==> src/rtl/nor_cmd_pkg.sv <==
package nor_cmd_pkg;
  typedef enum logic [2:0] {
    MODE_READ  = 3'd0,
    MODE_AUTO  = 3'd1,
    MODE_CFI   = 3'd2,
    MODE_PROG  = 3'd3,
    MODE_ERASE = 3'd4
  } mode_e;

  typedef enum logic [2:0] {
    SEL_ARRAY  = 3'd0,
    SEL_ID     = 3'd1,
    SEL_ZERO   = 3'd2,
    SEL_CFI    = 3'd3,
    SEL_STATUS = 3'd4
  } rsel_e;

  typedef enum logic [3:0] {
    ST_IDLE, ST_UNLK1, ST_CMD, ST_AUTO, ST_PROG,
    ST_E_UNLK0, ST_E_UNLK1, ST_E_CMD, ST_CHIP, ST_SECT,
    ST_CFI, ST_CFI_AUTO
  } state_e;

  localparam int UA_W = 11;

  localparam logic [7:0] C_UNLK_A  = 8'hAA;
  localparam logic [7:0] C_UNLK_B  = 8'h55;
  localparam logic [7:0] C_BYPASS  = 8'h20;
  localparam logic [7:0] C_ERASE   = 8'h80;
  localparam logic [7:0] C_AUTO    = 8'h90;
  localparam logic [7:0] C_PROG    = 8'hA0;
  localparam logic [7:0] C_CHIP    = 8'h10;
  localparam logic [7:0] C_SECT    = 8'h30;
  localparam logic [7:0] C_QUERY   = 8'h98;
  localparam logic [7:0] C_RESET   = 8'hF0;
  localparam logic [7:0] C_BYP_EXT = 8'h00;
  localparam logic [UA_W-1:0] QUERY_WORD = 11'h055;

  function automatic mode_e mode_of(state_e s);
    case (s)
      ST_AUTO:             return MODE_AUTO;
      ST_CFI, ST_CFI_AUTO: return MODE_CFI;
      ST_PROG:             return MODE_PROG;
      ST_CHIP, ST_SECT:    return MODE_ERASE;
      default:             return MODE_READ;
    endcase
  endfunction
endpackage

==> src/rtl/nor_word_addr.sv <==
module nor_word_addr #(
  parameter int ADDR_W = 20,
  parameter int OUT_W  = 11
) (
  input  logic [ADDR_W-1:0] addr_i,
  input  logic [1:0]        bw_i,
  output logic [OUT_W-1:0]  word_o
);
  logic [ADDR_W-1:0] sh;

  always_comb begin
    case (bw_i)
      2'd0:    sh = addr_i;
      2'd1:    sh = addr_i >> 1;
      default: sh = addr_i >> 2;
    endcase
  end

  assign word_o = sh[OUT_W-1:0];
endmodule

==> src/rtl/nor_cmd_fsm.sv <==
module nor_cmd_fsm
  import nor_cmd_pkg::*;
#(
  parameter int ADDR_W = 20,
  parameter int DATA_W = 16
) (
  input  logic              clk_i,
  input  logic              rst_ni,
  input  logic              wr_en_i,
  input  logic [UA_W-1:0]   wr_word_i,
  input  logic [ADDR_W-1:0] wr_addr_i,
  input  logic [DATA_W-1:0] wr_data_i,
  input  logic [DATA_W-1:0] arr_data_i,
  input  logic [UA_W-1:0]   unlock0_i,
  input  logic [UA_W-1:0]   unlock1_i,
  input  logic              erase_done_i,
  input  logic              erase_window_i,
  input  logic              erase_suspended_i,
  input  logic              sector_erasing_i,
  output state_e            state_o,
  output logic [2:0]        mode_o,
  output logic              prog_stb_o,
  output logic [DATA_W-1:0] prog_data_o,
  output logic [ADDR_W-1:0] req_addr_o,
  output logic              chip_erase_o,
  output logic              sect_erase_o
);
  state_e state_q, state_d;
  logic   byp_q, byp_d;
  logic   do_prog, do_chip, do_sect, go_rst;
  logic   hit0, hit1, q_hit;
  logic [7:0] cmd;
  mode_e  mode_q;

  assign cmd   = wr_data_i[7:0];
  assign hit0  = (wr_word_i == unlock0_i);
  assign hit1  = (wr_word_i == unlock1_i);
  assign q_hit = (wr_word_i == QUERY_WORD) && (cmd == C_QUERY);

  always_comb begin
    state_d = state_q;
    byp_d   = byp_q;
    do_prog = 1'b0;
    do_chip = 1'b0;
    do_sect = 1'b0;
    go_rst  = 1'b0;
    if (erase_done_i && (state_q == ST_CHIP || state_q == ST_SECT)) begin
      state_d = byp_q ? ST_CMD : ST_IDLE;
    end else if (wr_en_i) begin
      if (cmd == C_RESET && state_q != ST_PROG &&
          state_q != ST_CHIP && state_q != ST_SECT) begin
        if (state_q == ST_CFI_AUTO) state_d = ST_AUTO;
        else                        go_rst  = 1'b1;
      end else begin
        case (state_q)
          ST_IDLE, ST_E_UNLK0: begin
            if (q_hit)                         state_d = ST_CFI;
            else if (hit0 && cmd == C_UNLK_A)  state_d = (state_q == ST_IDLE) ? ST_UNLK1 : ST_E_UNLK1;
            else                               go_rst  = 1'b1;
          end
          ST_UNLK1, ST_E_UNLK1: begin
            if (hit1 && cmd == C_UNLK_B) state_d = (state_q == ST_UNLK1) ? ST_CMD : ST_E_CMD;
            else                         go_rst  = 1'b1;
          end
          ST_CMD: begin
            if (!byp_q && !hit0) go_rst = 1'b1;
            else begin
              case (cmd)
                C_BYPASS: byp_d   = 1'b1;
                C_ERASE:  state_d = ST_E_UNLK0;
                C_AUTO:   state_d = ST_AUTO;
                C_PROG:   state_d = ST_PROG;
                default:  go_rst  = 1'b1;
              endcase
            end
          end
          ST_AUTO: begin
            if (byp_q && cmd == C_BYP_EXT) go_rst  = 1'b1;
            else if (q_hit)                state_d = ST_CFI_AUTO;
            else                           go_rst  = 1'b1;
          end
          ST_PROG: begin
            do_prog = !(erase_suspended_i && sector_erasing_i);
            state_d = byp_q ? ST_CMD : ST_IDLE;
          end
          ST_E_CMD: begin
            if (erase_suspended_i)              go_rst = 1'b1;
            else if (cmd == C_CHIP && hit0) begin
              state_d = ST_CHIP;
              do_chip = 1'b1;
            end else if (cmd == C_SECT) begin
              state_d = ST_SECT;
              do_sect = 1'b1;
            end else                            go_rst = 1'b1;
          end
          ST_CHIP: ;
          ST_SECT: do_sect = erase_window_i && (cmd == C_SECT);
          default: go_rst = 1'b1;
        endcase
      end
    end
    if (go_rst) begin
      state_d = ST_IDLE;
      byp_d   = 1'b0;
    end
  end

  always_ff @(posedge clk_i or negedge rst_ni) begin
    if (!rst_ni) begin
      state_q      <= ST_IDLE;
      byp_q        <= 1'b0;
      mode_q       <= MODE_READ;
      prog_stb_o   <= 1'b0;
      chip_erase_o <= 1'b0;
      sect_erase_o <= 1'b0;
      prog_data_o  <= '0;
      req_addr_o   <= '0;
    end else begin
      state_q      <= state_d;
      byp_q        <= byp_d;
      mode_q       <= mode_of(state_d);
      prog_stb_o   <= do_prog;
      chip_erase_o <= do_chip;
      sect_erase_o <= do_sect;
      if (do_prog)           prog_data_o <= wr_data_i & arr_data_i;
      if (do_prog || do_sect) req_addr_o <= wr_addr_i;
    end
  end

  assign state_o = state_q;
  assign mode_o  = mode_q;
endmodule

==> src/rtl/nor_rd_mux.sv <==
module nor_rd_mux
  import nor_cmd_pkg::*;
#(
  parameter int ID_W    = 16,
  parameter int CFI_LEN = 77
) (
  input  state_e          state_i,
  input  logic [7:0]      rd_word_i,
  input  logic [ID_W-1:0] id0_i,
  input  logic [ID_W-1:0] id1_i,
  input  logic [ID_W-1:0] id2_i,
  input  logic [ID_W-1:0] id3_i,
  output logic [2:0]      rd_sel_o,
  output logic [ID_W-1:0] rd_id_o,
  output logic [7:0]      rd_idx_o
);
  localparam logic [7:0] CFI_END = 8'(CFI_LEN);
  rsel_e sel;

  always_comb begin
    sel     = SEL_ARRAY;
    rd_id_o = '0;
    case (state_i)
      ST_AUTO: begin
        case (rd_word_i)
          8'h00: begin sel = SEL_ID; rd_id_o = id0_i; end
          8'h01: begin sel = SEL_ID; rd_id_o = id1_i; end
          8'h02: sel = SEL_ZERO;
          8'h0E: if (~&id2_i) begin sel = SEL_ID; rd_id_o = id2_i; end
          8'h0F: if (~&id3_i) begin sel = SEL_ID; rd_id_o = id3_i; end
          default: sel = SEL_ARRAY;
        endcase
      end
      ST_CFI, ST_CFI_AUTO: sel = (rd_word_i < CFI_END) ? SEL_CFI : SEL_ZERO;
      ST_PROG, ST_CHIP, ST_SECT: sel = SEL_STATUS;
      default: sel = SEL_ARRAY;
    endcase
  end

  assign rd_sel_o = sel;
  assign rd_idx_o = rd_word_i;
endmodule

==> src/rtl/nor_cmd_decoder.sv <==
module nor_cmd_decoder
  import nor_cmd_pkg::*;
#(
  parameter int ADDR_W  = 20,
  parameter int DATA_W  = 16,
  parameter int ID_W    = 16,
  parameter int CFI_LEN = 77
) (
  input  logic              clk_i,
  input  logic              rst_ni,
  input  logic              wr_en_i,
  input  logic [ADDR_W-1:0] wr_addr_i,
  input  logic [DATA_W-1:0] wr_data_i,
  input  logic [DATA_W-1:0] arr_data_i,
  input  logic [ADDR_W-1:0] rd_addr_i,
  input  logic [1:0]        bus_width_i,
  input  logic [10:0]       unlock0_i,
  input  logic [10:0]       unlock1_i,
  input  logic [ID_W-1:0]   id0_i,
  input  logic [ID_W-1:0]   id1_i,
  input  logic [ID_W-1:0]   id2_i,
  input  logic [ID_W-1:0]   id3_i,
  input  logic              erase_done_i,
  input  logic              erase_window_i,
  input  logic              erase_suspended_i,
  input  logic              sector_erasing_i,
  output logic [2:0]        mode_o,
  output logic              prog_stb_o,
  output logic [DATA_W-1:0] prog_data_o,
  output logic [ADDR_W-1:0] req_addr_o,
  output logic              chip_erase_o,
  output logic              sect_erase_o,
  output logic [2:0]        rd_sel_o,
  output logic [ID_W-1:0]   rd_id_o,
  output logic [7:0]        rd_idx_o
);
  logic [UA_W-1:0] wr_word;
  logic [7:0]      rd_word;
  state_e          state;

  nor_word_addr #(.ADDR_W(ADDR_W), .OUT_W(UA_W)) u_wr_addr (
    .addr_i(wr_addr_i), .bw_i(bus_width_i), .word_o(wr_word)
  );

  nor_word_addr #(.ADDR_W(ADDR_W), .OUT_W(8)) u_rd_addr (
    .addr_i(rd_addr_i), .bw_i(bus_width_i), .word_o(rd_word)
  );

  nor_cmd_fsm #(.ADDR_W(ADDR_W), .DATA_W(DATA_W)) u_fsm (
    .clk_i, .rst_ni, .wr_en_i,
    .wr_word_i(wr_word), .wr_addr_i, .wr_data_i, .arr_data_i,
    .unlock0_i, .unlock1_i,
    .erase_done_i, .erase_window_i, .erase_suspended_i, .sector_erasing_i,
    .state_o(state), .mode_o, .prog_stb_o, .prog_data_o, .req_addr_o,
    .chip_erase_o, .sect_erase_o
  );

  nor_rd_mux #(.ID_W(ID_W), .CFI_LEN(CFI_LEN)) u_rd_mux (
    .state_i(state), .rd_word_i(rd_word),
    .id0_i, .id1_i, .id2_i, .id3_i,
    .rd_sel_o, .rd_id_o, .rd_idx_o
  );
endmodule

==> config.mk <==
export PLATFORM = sky130hd
export DESIGN_NAME = nor_cmd_decoder
export DESIGN_NICKNAME = d
export VERILOG_FILES = /design/src/rtl/nor_cmd_pkg.sv /design/src/rtl/nor_word_addr.sv /design/src/rtl/nor_cmd_fsm.sv /design/src/rtl/nor_rd_mux.sv /design/src/rtl/nor_cmd_decoder.sv
export SDC_FILE = /design/constraint.sdc
export NUM_CORES = 1
export LEC_CHECK = 0
export BUFFER_PORTS_ARGS = -buffer_cell sky130_fd_sc_hd__buf_2
export CAP_MARGIN = 20
export CORE_ASPECT_RATIO = 0.8
export CORE_MARGIN = 5
export CORE_UTILIZATION = 35
export DETAILED_ROUTE_END_ITERATION = 6
export GPL_TIMING_DRIVEN = 0
export PLACE_DENSITY_LB_ADDON = 0.12
export REMOVE_ABC_BUFFERS = 1
export SETUP_SLACK_MARGIN = 0.1
export SKIP_CTS_REPAIR_TIMING = 1
export SYNTH_ARGS = -nofsm -noshare
export SYNTH_HDL_FRONTEND = slang
export SYNTH_SLANG_ARGS = --single-unit
export TNS_END_PERCENT = 20
==> constraint.sdc <==
create_clock -name clk_i -period 6.3 [get_ports clk_i]
set_clock_uncertainty 0.15 [all_clocks]
set_input_delay 1.26 -clock clk_i [delete_from_list [all_inputs] [get_ports clk_i]]
set_output_delay 1.26 -clock clk_i [all_outputs]
set_load 0.1 [all_outputs]
==> run summary <==
For this design the total switching power over the nets is 0.338 mW. The horizontal die dimension is 129 um, and the static leakage power is 2.71 nW. In this design, the stage delay of the slowest critical-path cell is 0.53 ns. The tools report the final instance count without filler cells as 829. The die covers 13500 um^2. The count of flip-flops with a built-in enable after synthesis came out at 0. The area growth from synthesis to layout is 36.1%.

The run finished with clean final reports. Once detail routing completed, the nets flagged for antenna violations numbered 0. 236 I/O pins were placed. Input and output buffers added on the ports amount to 225. Overall power consumption after layout is estimated at 0.963 mW. The die extent in y is 105 um. The endpoint with the worst hold slack was u_fsm.prog_data_o[7]. The min-delay analysis places its worst path in the category register to register.

The tightest hold path in the finished design has a slack of 0.314 ns. The routed length per placed instance is 16.8 um, and the clock period minus worst slack is 5.84 ns. The worst IR drop on VDD was 0.118 mV; the fraction of power consumed by the clock network was 0.323. For the starting DRC count in detailed routing, the log shows 304.

The Yosys warning count was 0. The initial antenna violation count was 1; the via-per-instance ratio was 5.47. The worst register-to-register path begins at u_fsm.state_o[2]. Clock tree synthesis found a total of 47 sinks. Synthesis produced a netlist whose cell count is 475. Nature of the critical path endpoint: an output port.

The initial core utilization came out at 0.360. After clock tree synthesis, the clock-pin slew on the worst setup and hold paths is 0.07 ns. The tools report the worst-case clock buffer depth as 2. For the aggregate global-route resource usage, the log shows 0.198.

The clock reaches the later pin of the worst-skew pair after 0.28 ns. Among cell families on the critical path, the largest total delay comes from simple AND/OR/NAND/NOR gates. The type of the setup path with the least slack was input port to output port. The total grt overflow came out at 0. The first global-routing pass estimated 22.5 mm of wire. The share of async-settable or async-resettable flops after synthesis is 1.00, and the total iterations of the first detailed-routing run is 6.

At the end of routability-driven placement, the weighted congestion stood at 0.946. For this run, design rule violations remaining after detail routing come to 0. The cell that appears most often on the critical path is nand2_1. The total length of routed wires was 13.9 mm; the number of cells on the worst reg-to-reg path was 8.

Maximum fanout along the worst path: 26. The number of buffers and inverters on the critical path is 2. The combinational group share of total power came out at 0.334.

For the sequential-to-total area share from yosys stat, the log shows 0.299. The startpoint of the tightest hold check path is u_fsm.prog_data_o[7]. The most used flip-flop cell after synthesis is dfrtp_1. Max-cap violations in this run came to 0.

CTS placed an instance of clkbuf_16 at the clock tree root. TritonCTS built the clock tree. The tools report the site row count as 34.

The H-tree depth came out at 2. For the worst setup path, the data required time is 4.89 ns. Entering global routing, the biggest net connects 48 pins. In this run, distinct cell masters in the synthesized netlist total 68.

The slew at the pin with the worst max-slew slack was 0.966 ns. The tools report the placed wire-length estimate after detailed placement as 11.1 mm. The number of buffers created by CTS is 5. The startpoint type of the worst setup path is an input port. Data on the critical path arrives at its endpoint at 4.43 ns. The part of the power in registers is 0.343. The highest-delay cell along the critical path is nor2_2. Traced cell by cell, the critical path runs through clkbuf_4 -> mux2i_1 -> o21ai_0 -> or3_1 -> or2_1 -> nor3_1 -> nand2_1 -> nor2_2 -> nand2_1 -> a21oi_1 -> buf_2. The final count of hold timing violations came out at 0. The switching fraction of total power works out to 0.350. Setup repair after global routing left no endpoint under its margin. In this run, synthesis produced a sequential element count of 47.

Fraction of final layout cells sized beyond drive strength 1: 0.413. In this run the cell area of the synthesized design comes to 3940 um^2. Register-to-register path setup slack: 2.30 ns. The tools report the endpoint of the most critical register-to-register path as u_fsm.req_addr_o[15]. The total count of max-transition violations in the final report is 0, and the diode insertion count for antenna repair is 0. Once placement completed, the tool counted placed cells totaling 818.

The period utilization is 0.927, and the number of nets in the layout is 851. The internal cell power came out at 0.626 mW. Each instance of the synthesized netlist takes up on average 8.29 um^2. Power spread over the standard cell area amounts to 180 nW/um^2.

The hold path depth works out to 2. The tools report the via count of the first global-routing pass as 4574. Maximum achievable frequency: 171 MHz. The logs give 0.355 for the headroom to the max-slew limit and 4534 for the count of vias placed by the detailed router. Floorplan core area: 10900 um^2. Setup violations remaining at the end of the flow were counted as 0.
-- worst max-delay path by stage --
stage / startpoint / endpoint / slack, ns / cells past startpoint
after CTS: bus_width_i[0] / rd_sel_o[0] / -0.35 / 12
after detailed placement: bus_width_i[0] / rd_sel_o[0] / -0.30 / 12
after floorplan: bus_width_i[0] / rd_sel_o[0] / -2.53 / 9
after global placement: bus_width_i[0] / rd_sel_o[0] / -0.25 / 12
final: bus_width_i[0] / rd_id_o[2] / 0.46 / 11
after global routing: bus_width_i[0] / rd_id_o[12] / 0.19 / 11
-- routing by layer --
layer | vias to the layer above | track usage | wire length [um]
met4 | 2 | 0.0465 | 218
met1 | 2106 | 0.260 | 5690
met3 | 22 | 0.0469 | 1250
met5 | - | 0 | 7
li1 | 2185 | - | -
met2 | 219 | 0.332 | 6780
-- logic make-up (layout without fill, tap and decap cells) --
kind of cell	count (synthesis)	in the layout	synth area share
xor gates and xnor gates	16	16	0.0356
DFF	47	47	0.299
muxes	49	49	0.151
AOI/OAI and AO/OA	105	105	0.191
and+or+nand+nor	219	219	0.281
buffers and inverters	39	249	0.0432
-- area by class of cell --
type | instances | area [um^2]
flip-flops and latches | 47 | 1180
multi-input cells | 389 | 2610
well taps | 144 | 180
clock buffers | 5 | 125
repair buffers | 229 | 1180
fillers | 1087 | 5570
inverters | 12 | 45.0
clock inverters | 3 | 47.5
-- state kept, by name (all words and copies together) (netlist names) --
register	count
u_fsm.byp_q	1
u_fsm.chip_erase_o	1
u_fsm.mode_o	3
u_fsm.prog_data_o	16
u_fsm.prog_stb_o	1
u_fsm.req_addr_o	20
u_fsm.sect_erase_o	1
u_fsm.state_o	4
-- per-stage QoR --
stage | TNS, ns | util | cell area, um^2 | setup slack (ns)
detailed placement | -2.10 | 0.470 | 5140 | -0.304
CTS | -2.46 | 0.486 | 5310 | -0.346
floorplan | -28.58 | - | 3810 | -2.53
global route | 0 | 0.491 | 5360 | 0.188
global placement | -0.659 | 0.468 | 5120 | -0.245
finish | 0 | 0.491 | 5360 | 0.461
-- power by group through the flow --
stage	Combinational, mW	Sequential (mW)	Clock [mW]
final	0.322	0.330	0.311
after floorplan	0.193	0.342	0
after global placement	0.314	0.336	0
after detailed placement	0.318	0.336	0
after global routing	0.355	0.333	0.334
after CTS	0.319	0.330	0.317
-- layout by cell type (no fill, tap or decap), types with 3 or more instances in the layout --
master,synthesis,layout
a211oi_1,3,3
a21oi_1,28,28
a222oi_1,16,16
a2bb2oi_1,4,4
and2_1,4,4
and3_1,3,3
buf_2,7,224
clkbuf_16,0,5
dfrtp_1,47,47
inv_1,10,10
mux2_1,3,3
mux2_2,18,18
mux2_4,9,9
mux2i_1,15,15
nand2_1,82,82
nand2b_1,9,9
nand3_1,22,22
nand3b_1,3,3
nand4_1,12,12
nor2_1,30,28
nor2b_1,10,10
nor3_1,14,14
nor3b_1,3,3
nor4_1,6,6
o21ai_0,16,16
o21ai_1,7,7
o22ai_1,4,4
or3_1,3,3
xnor2_1,16,16
-- synthesized netlist by cell type, drive strengths merged, types with 3 or more instances --
| cell | n | area, um^2 |
|---|---|---|
| o21ai | 23 | 115 |
| buf | 10 | 61.3 |
| a21oi | 28 | 140 |
| nand2b | 9 | 56.3 |
| nand3 | 23 | 120 |
| and2 | 4 | 25.0 |
| mux2i | 19 | 223 |
| nand2 | 82 | 308 |
| nor4 | 8 | 62.6 |
| xnor2 | 16 | 140 |
| nor2b | 10 | 62.6 |
| nand4 | 12 | 75.1 |
| nor3b | 3 | 22.5 |
| or2 | 3 | 18.8 |
| or3 | 3 | 18.8 |
| nand3b | 3 | 22.5 |
| a2bb2oi | 4 | 35.0 |
| o22ai | 4 | 25.0 |
| inv | 11 | 41.3 |
| mux2 | 30 | 372 |
| dfrtp | 47 | 1180 |
| and3 | 3 | 18.8 |
| clkbuf | 17 | 63.8 |
| or4b | 3 | 33.8 |
| a211oi | 3 | 22.5 |
| nor2 | 30 | 113 |
| nor3 | 16 | 90.1 |
| a2111oi | 3 | 46.3 |
| a222oi | 16 | 160 |
-- worst register-to-register path, cell delays in order, from the launching register on --
cell      delay (ns)
dfrtp_1         0.74
nor2b_1         0.26
o21ba_2         0.29
o21ai_1         0.30
or4_1           0.57
clkinv_1        0.62
nor2_2          0.37
buf_8           0.22
mux2_2          0.35
No activity file was read; power rests on OpenSTA's default activity.
